File: src/rtl/hdlc_tx_pkg.sv
package hdlc_tx_pkg;

    typedef struct packed {
        logic       last;
        logic [7:0] data;
    } tx_byte_t;

    typedef enum logic [2:0] {
        U_ABORT,
        U_FILL,
        U_OPEN,
        U_DATA,
        U_CRC,
        U_CLOSE
    } unit_e;

    localparam logic [7:0]  FLAG_BYTE  = 8'h7E;
    localparam logic [7:0]  ABORT_BYTE = 8'hFE;
    localparam logic [7:0]  IDLE_BYTE  = 8'hFF;
    localparam logic [15:0] CRC_PRESET = 16'hFFFF;
    localparam logic [15:0] CRC_POLY_R = 16'h8408;
    localparam int          STUFF_RUN  = 5;

    // reflected CRC-16 update, data taken least significant bit first
    function automatic logic [15:0] crc16_byte(input logic [15:0] c, input logic [7:0] d);
        logic [15:0] r;
        r = c;
        for (int i = 0; i < 8; i++) begin
            if (r[0] ^ d[i]) r = (r >> 1) ^ CRC_POLY_R;
            else             r = r >> 1;
        end
        return r;
    endfunction

    function automatic int unsigned lwm_threshold(input logic [2:0] sel);
        case (sel)
            3'd0:    return 4;
            3'd1:    return 16;
            3'd2:    return 32;
            3'd3:    return 48;
            3'd4:    return 64;
            3'd5:    return 96;
            3'd6:    return 128;
            default: return 192;
        endcase
    endfunction

endpackage

File: src/rtl/hdlc_tx_fifo.sv
module hdlc_tx_fifo
    import hdlc_tx_pkg::*;
#(
    parameter int DEPTH = 256,
    parameter int LW    = $clog2(DEPTH + 1)
) (
    input  logic          clk,
    input  logic          rst,
    input  logic          wr_en,
    input  tx_byte_t      wr_byte,
    input  logic          rd_en,
    output tx_byte_t      rd_byte,
    output logic [LW-1:0] level,
    output logic          overflow
);
    localparam int AW = (DEPTH > 2) ? $clog2(DEPTH) : 1;

    tx_byte_t      mem [DEPTH];
    logic [AW-1:0] wp, rp;
    logic          full, wr_ok, rd_ok;

    assign full    = (level == LW'(DEPTH));
    assign wr_ok   = wr_en && !full;
    assign rd_ok   = rd_en && (level != '0);
    assign rd_byte = mem[rp];

    always_ff @(posedge clk) begin
        if (wr_ok) mem[wp] <= wr_byte;
    end

    always_ff @(posedge clk) begin
        if (rst) begin
            wp       <= '0;
            rp       <= '0;
            level    <= '0;
            overflow <= 1'b0;
        end else begin
            if (wr_en && full) overflow <= 1'b1;
            if (wr_ok) wp <= (wp == AW'(DEPTH - 1)) ? '0 : wp + 1'b1;
            if (rd_ok) rp <= (rp == AW'(DEPTH - 1)) ? '0 : rp + 1'b1;
            case ({wr_ok, rd_ok})
                2'b10:   level <= level + 1'b1;
                2'b01:   level <= level - 1'b1;
                default: level <= level;
            endcase
        end
    end
endmodule

File: src/rtl/hdlc_tx_framer.sv
module hdlc_tx_framer
    import hdlc_tx_pkg::*;
#(
    parameter int LW = 9
) (
    input  logic          clk,
    input  logic          rst,
    input  logic          bit_en,
    input  logic          fill_ones,
    input  logic          crc_off,
    input  logic [LW-1:0] fifo_level,
    input  tx_byte_t      head,
    output logic          pop,
    output logic          tx_bit,
    output logic          pkt_end,
    output logic          underrun
);
    unit_e       unit, nxt_unit;
    logic [15:0] sh, nxt_sh, crc;
    logic [4:0]  left, nxt_left;
    logic [2:0]  ones;
    logic        cur_last;
    logic        stuff_now, adv, unit_done, stuffable;
    logic        ge2, empty, do_pop, set_udr;

    assign stuff_now = bit_en && (ones == 3'(STUFF_RUN));
    assign adv       = bit_en && !stuff_now;
    assign unit_done = adv && (left == 5'd1);
    assign stuffable = (unit == U_DATA) || (unit == U_CRC);
    assign ge2       = fifo_level >= LW'(2);
    assign empty     = (fifo_level == '0);
    assign pop       = unit_done && do_pop;

    // decision taken at each byte boundary
    always_comb begin
        nxt_unit = unit;
        do_pop   = 1'b0;
        set_udr  = 1'b0;
        case (unit)
            U_OPEN: begin
                nxt_unit = U_DATA;
                do_pop   = 1'b1;
            end
            U_DATA: begin
                if (cur_last)   nxt_unit = crc_off ? U_CLOSE : U_CRC;
                else if (empty) begin
                    nxt_unit = U_ABORT;
                    set_udr  = 1'b1;
                end else begin
                    nxt_unit = U_DATA;
                    do_pop   = 1'b1;
                end
            end
            U_CRC:   nxt_unit = U_CLOSE;
            default: nxt_unit = ge2 ? U_OPEN : U_FILL;
        endcase
        case (nxt_unit)
            U_ABORT: nxt_sh = {8'h00, ABORT_BYTE};
            U_FILL:  nxt_sh = {8'h00, fill_ones ? IDLE_BYTE : FLAG_BYTE};
            U_DATA:  nxt_sh = {8'h00, head.data};
            U_CRC:   nxt_sh = ~crc;
            default: nxt_sh = {8'h00, FLAG_BYTE};
        endcase
        nxt_left = (nxt_unit == U_CRC) ? 5'd16 : 5'd8;
    end

    always_ff @(posedge clk) begin
        if (rst) begin
            unit     <= U_ABORT;
            sh       <= {8'h00, ABORT_BYTE};
            left     <= 5'd8;
            ones     <= '0;
            crc      <= CRC_PRESET;
            cur_last <= 1'b0;
            tx_bit   <= 1'b1;
            pkt_end  <= 1'b0;
            underrun <= 1'b0;
        end else begin
            pkt_end <= 1'b0;
            if (stuff_now) begin
                tx_bit <= 1'b0;
                ones   <= '0;
            end else if (adv) begin
                tx_bit <= sh[0];
                ones   <= (stuffable && sh[0]) ? ones + 3'd1 : 3'd0;
                if (unit_done) begin
                    unit    <= nxt_unit;
                    sh      <= nxt_sh;
                    left    <= nxt_left;
                    pkt_end <= (unit == U_CLOSE);
                    if (set_udr) underrun <= 1'b1;
                    if (do_pop) begin
                        crc      <= crc16_byte((unit == U_OPEN) ? CRC_PRESET : crc, head.data);
                        cur_last <= head.last;
                    end
                end else begin
                    sh   <= sh >> 1;
                    left <= left - 5'd1;
                end
            end
        end
    end
endmodule

File: src/rtl/hdlc_tx_ctrl.sv
module hdlc_tx_ctrl
    import hdlc_tx_pkg::*;
#(
    parameter int DEPTH = 256,
    localparam int LW   = $clog2(DEPTH + 1)
) (
    input  logic          clk,
    input  logic          rst,
    input  logic          bit_en,
    input  logic          wr_en,
    input  logic [7:0]    wr_data,
    input  logic          wr_last,
    input  logic          fill_ones,
    input  logic          crc_off,
    input  logic [2:0]    lwm_sel,
    output logic          tx_bit,
    output logic [LW-1:0] fifo_level,
    output logic          low_water,
    output logic          pkt_end,
    output logic          underrun,
    output logic          overflow
);
    tx_byte_t wr_byte, head;
    logic     pop;

    assign wr_byte = '{last: wr_last, data: wr_data};

    hdlc_tx_fifo #(.DEPTH(DEPTH), .LW(LW)) u_fifo (
        .clk      (clk),
        .rst      (rst),
        .wr_en    (wr_en),
        .wr_byte  (wr_byte),
        .rd_en    (pop),
        .rd_byte  (head),
        .level    (fifo_level),
        .overflow (overflow)
    );

    hdlc_tx_framer #(.LW(LW)) u_framer (
        .clk        (clk),
        .rst        (rst),
        .bit_en     (bit_en),
        .fill_ones  (fill_ones),
        .crc_off    (crc_off),
        .fifo_level (fifo_level),
        .head       (head),
        .pop        (pop),
        .tx_bit     (tx_bit),
        .pkt_end    (pkt_end),
        .underrun   (underrun)
    );

    assign low_water = int'(fifo_level) < int'(lwm_threshold(lwm_sel));
endmodule

File: config.mk
export PLATFORM = sky130hd
export DESIGN_NAME = hdlc_tx_ctrl
export DESIGN_NICKNAME = d
export VERILOG_FILES = /design/src/rtl/hdlc_tx_pkg.sv /design/src/rtl/hdlc_tx_fifo.sv /design/src/rtl/hdlc_tx_framer.sv /design/src/rtl/hdlc_tx_ctrl.sv
export SDC_FILE = /design/constraint.sdc
export NUM_CORES = 2
export LEC_CHECK = 0
export ABC_AREA = 0
export BUFFER_PORTS_ARGS = -buffer_cell sky130_fd_sc_hd__clkbuf_2
export CAP_MARGIN = 20
export CORE_ASPECT_RATIO = 1.4
export CORE_UTILIZATION = 50
export CTS_CLUSTER_DIAMETER = 80
export CTS_CLUSTER_SIZE = 25
export DETAILED_ROUTE_END_ITERATION = 7
export GPL_TIMING_DRIVEN = 0
export PLACE_DENSITY = 0.65
export SLEW_MARGIN = 25
export SYNTH_ARGS = -nofsm -noshare
export SYNTH_HDL_FRONTEND = slang
export SYNTH_SLANG_ARGS = --single-unit
export TNS_END_PERCENT = 1
File: constraint.sdc
create_clock -name clk -period 5.7 [get_ports clk]
set_input_delay 0.57 -clock clk [delete_from_list [all_inputs] [get_ports clk]]
set_output_delay 0.57 -clock clk [all_outputs]
set_load 0.01 [all_outputs]
==> results.cfg <==
[layout]
drive_gt1_frac = 0.2295
layout_common_cells = edfxtp_1 (2304), mux4_2 (498), mux2i_1 (238)
final_common_cell = edfxtp_1
syn_to_final_growth_pct = 9.678
final_cell_area_um2 = 102900
post-route-util = 0.5533
final_nets = 4967

[timing]
finalMaxSlewViolations = 0
setup_viol = 18
period_share = 1.072
rsz0062_at_grt = yes
hold_viol_final = 0
worstMarginPinSlew_ns = 1.308
whs_ns = 0.1242
final.min_clock_period_ns = 6.111
fmax_mhz = 163.6
maxSlewHeadroom = 0.1263
fin_tns_setup_ns = -4.359
fin_skew_ns = 0.03933
layout_setup_ws_ns = -0.4114

[routing]
drtIter0Drc = 10670
drcViolationCount = 0
dr_total_vias = 54500
routed_wl_mm = 377.3
detail_route.wl_per_cell_um = 50.67
drtAntennaViolNets = 0
via_per_inst = 7.320
first_pass_iters = 8

[clocking]
h-tree-depth = 3
root_buffer = clkbuf_16
tritoncts = done
cts.clk_slew.worst_paths_ns = 0.11
clock_path_buffers = 3
cts_made_buffers = 107
worstSkewPairLatency_ns = 0.84
cts.sink_count = 2385

[status]
status = finished with violations
failed_checks = setup timing

[worst_setup_path]
reg2reg_setup_slack_ns = -0.41
cp-end-kind = flop
crit_path_end = u_framer.crc[7]$_SDFFE_PP1P_
cp-start-kind = flop
cp.arrival_ns = 6.82
r2r-end = u_framer.crc[7]$_SDFFE_PP1P_
critPathKind = reg2reg
rr_worst_depth = 17
worstPathRequired_ns = 6.41
path_max_fanout = 19

[global_route]
grt_first_pass_wirelength_mm = 487.1
overflow = 0
grt_antenna_before_repair = 29
grt_max_degree = 121
grt_pass1_vias = 50250
grt_usage = 0.4001

[synthesis]
seq_area_frac_synth = 0.7546
synth_top_area_frac = 0.7373
synthCells = 4741
synth.distinct_cells = 79
syn_nets = 4775
synth_area_um2 = 93840
ys_seq_elements = 2385
ys.flop_type = edfxtp_1
synthArstFlopShare = 0
synth_area_leaders = edfxtp_1 (74%), mux4_2 (12%), mux2i_1 (2.6%)
yosysWarnings = 0
yosys.area.top_type = edfxtp_1
synth-edff-count = 2304
syn_avg_cell_area_um2 = 19.79

[power_and_ir_drop]
leakagePower_nw = 30.27
peakVddDrop_mv = 0.2578
powerDensity_nw_per_um2 = 280.3

[placement]
hpwl_mm = 254.9
io_buffers = 31
place_congestion = 1.096
dpl-instance-area_um2 = 98770

[job]
drv_cap = 0

[floorplan]
start_util = 0.5045
num_rows = 187
coreArea_um2 = 186000
ios = 32
die_x_um = 368.1
fp.dieH_um = 514.6
dieArea_um2 = 189400

[min_path]
min_path_type = in2reg
-- Yosys cell counts (all sizes together), types with 7 or more instances --
library cell and instances:
edfxtp 2304, mux4 507, nor2 373, mux2i 246
buf 154, nand2 144, clkbuf 120, a22oi 116
a21oi 92, dfxtp 81, o21ai 70, nand3 47
nor2b 40, a31oi 30, a211oi 29, o221ai 28
nor3 27, o22ai 26, nand2b 23, xor2 22
xnor2 21, inv 20, nor4 19, mux2 17
ha 16, and2 15, o211ai 15, nand4 12
a221oi 10, o311ai 10, a2111oi 9, and3 9
or3 9, a22o 7, a32oi 7, nand3b 7
-- area by class of cell --
type                            instances  area (um^2)
Fill cell                           14020        83090
Sequential cell                      2385        70810
Multi-Input combinational cell       2060        22140
Tap cell                             2457         3074
Clock buffer                          134         2907
Buffer                                272         2288
Timing Repair Buffer                   86         1476
Inverter                               21        82.58
Clock inverter                          6        73.82
Antenna cell                           25        62.56
-- worst min path at each step --
| stage | from | to | slack [ns] | cells past startpoint |
|---|---|---|---|---|
| final | wr_en | u_fifo.overflow$_SDFFE_PP0P_ | 0.12 | 3 |
| after global routing | wr_last | u_fifo.mem[156][8]$_DFFE_PP_ | 0.13 | 1 |
| after CTS | wr_en | u_fifo.overflow$_SDFFE_PP0P_ | 0.11 | 3 |
| after detailed placement | u_framer.sh[3]$_SDFFE_PP1P_ | u_framer.sh[3]$_SDFFE_PP1P_ | 0.46 | 2 |
| after global placement | u_framer.sh[4]$_SDFFE_PP1P_ | u_framer.sh[4]$_SDFFE_PP1P_ | 0.45 | 2 |
| after floorplan | u_framer.sh[2]$_SDFFE_PP1P_ | u_framer.sh[2]$_SDFFE_PP1P_ | 0.43 | 2 |
-- per-stage QoR --
| step | std cells | setup WS (ns) | total power [mW] |
|---|---|---|---|
| 2_1_floorplan | 4741 | 0.8608 | 19.72 |
| 3_3_place_gp | 7229 | -4.165 | 20.14 |
| 3_5_place_dp | 7282 | -2.157 | 20.12 |
| 4_1_cts | 7420 | -0.08768 | 28.70 |
| 5_1_grt | 7427 | -0.09397 | 29.26 |
| 6_report | 7446 | -0.4114 | 28.85 |
-- flip-flops by register name, summed over array words and instances, names as in the netlist, named ones only --
register and cells:
u_fifo.rp 8, u_framer.sh 16, u_framer.tx_bit 1, u_framer.cur_last 1
u_framer.left 5, u_framer.crc 16, u_fifo.wp 8, u_fifo.overflow 1
u_framer.ones 3, u_framer.pkt_end 1, u_framer.underrun 1, u_framer.unit 3
u_fifo.level 9, u_fifo.mem 2304
-- critical path, cell delays in order, from the launching register on --
cell and delay (ns):
dfxtp_1 0.32, buf_4 0.35, buf_6 0.42, buf_6 0.31, buf_4 0.39, buf_4 0.40
buf_6 0.36, clkbuf_2 0.37, buf_12 0.25, a211oi_1 0.12, a2111oi_0 0.45, a21oi_1 0.12
o211ai_1 0.67, a311o_2 0.48, xnor3_1 0.36, xor2_1 0.20, mux2i_1 0.13, nand2_1 0.07
-- repair_timing --
action / in CTS / in global routing
hold buffers: 0 / 0
buffers inserted: 1 / 1
endpoints found under the setup margin: 28 / 18
gates resized for setup: 199 / 79
endpoints found under the hold margin: 0 / 0
pin swaps: 4 / 5
-- kinds of logic after synthesis --
logic type | synth area share
simple gates | 0.03517
flops | 0.7546
xor+xnor | 0.004413
compound gates | 0.03560
buf+inv | 0.01779
fa+ha+maj | 0.002133
mux | 0.1503
-- report_power, final --
group / switching (mW) / total (mW) / internal [mW]
Clock: 5.47 / 9.09 / 3.62
Combinational: 0.433 / 0.541 / 0.108
Sequential: 0.0185 / 19.2 / 19.2
Total: 5.93 / 28.8 / 22.9
-- routing by layer --
metal | vias to the layer above | share of wire | global-route usage
li1 | 19740 | - | -
met1 | 28330 | 0.31 | 0.4635
met2 | 5102 | 0.44 | 0.5920
met3 | 1316 | 0.14 | 0.1449
met4 | 14 | 0.11 | 0.3406
met5 | - | 0.00067 | 0.006923
(Power assumes the default switching activity.)
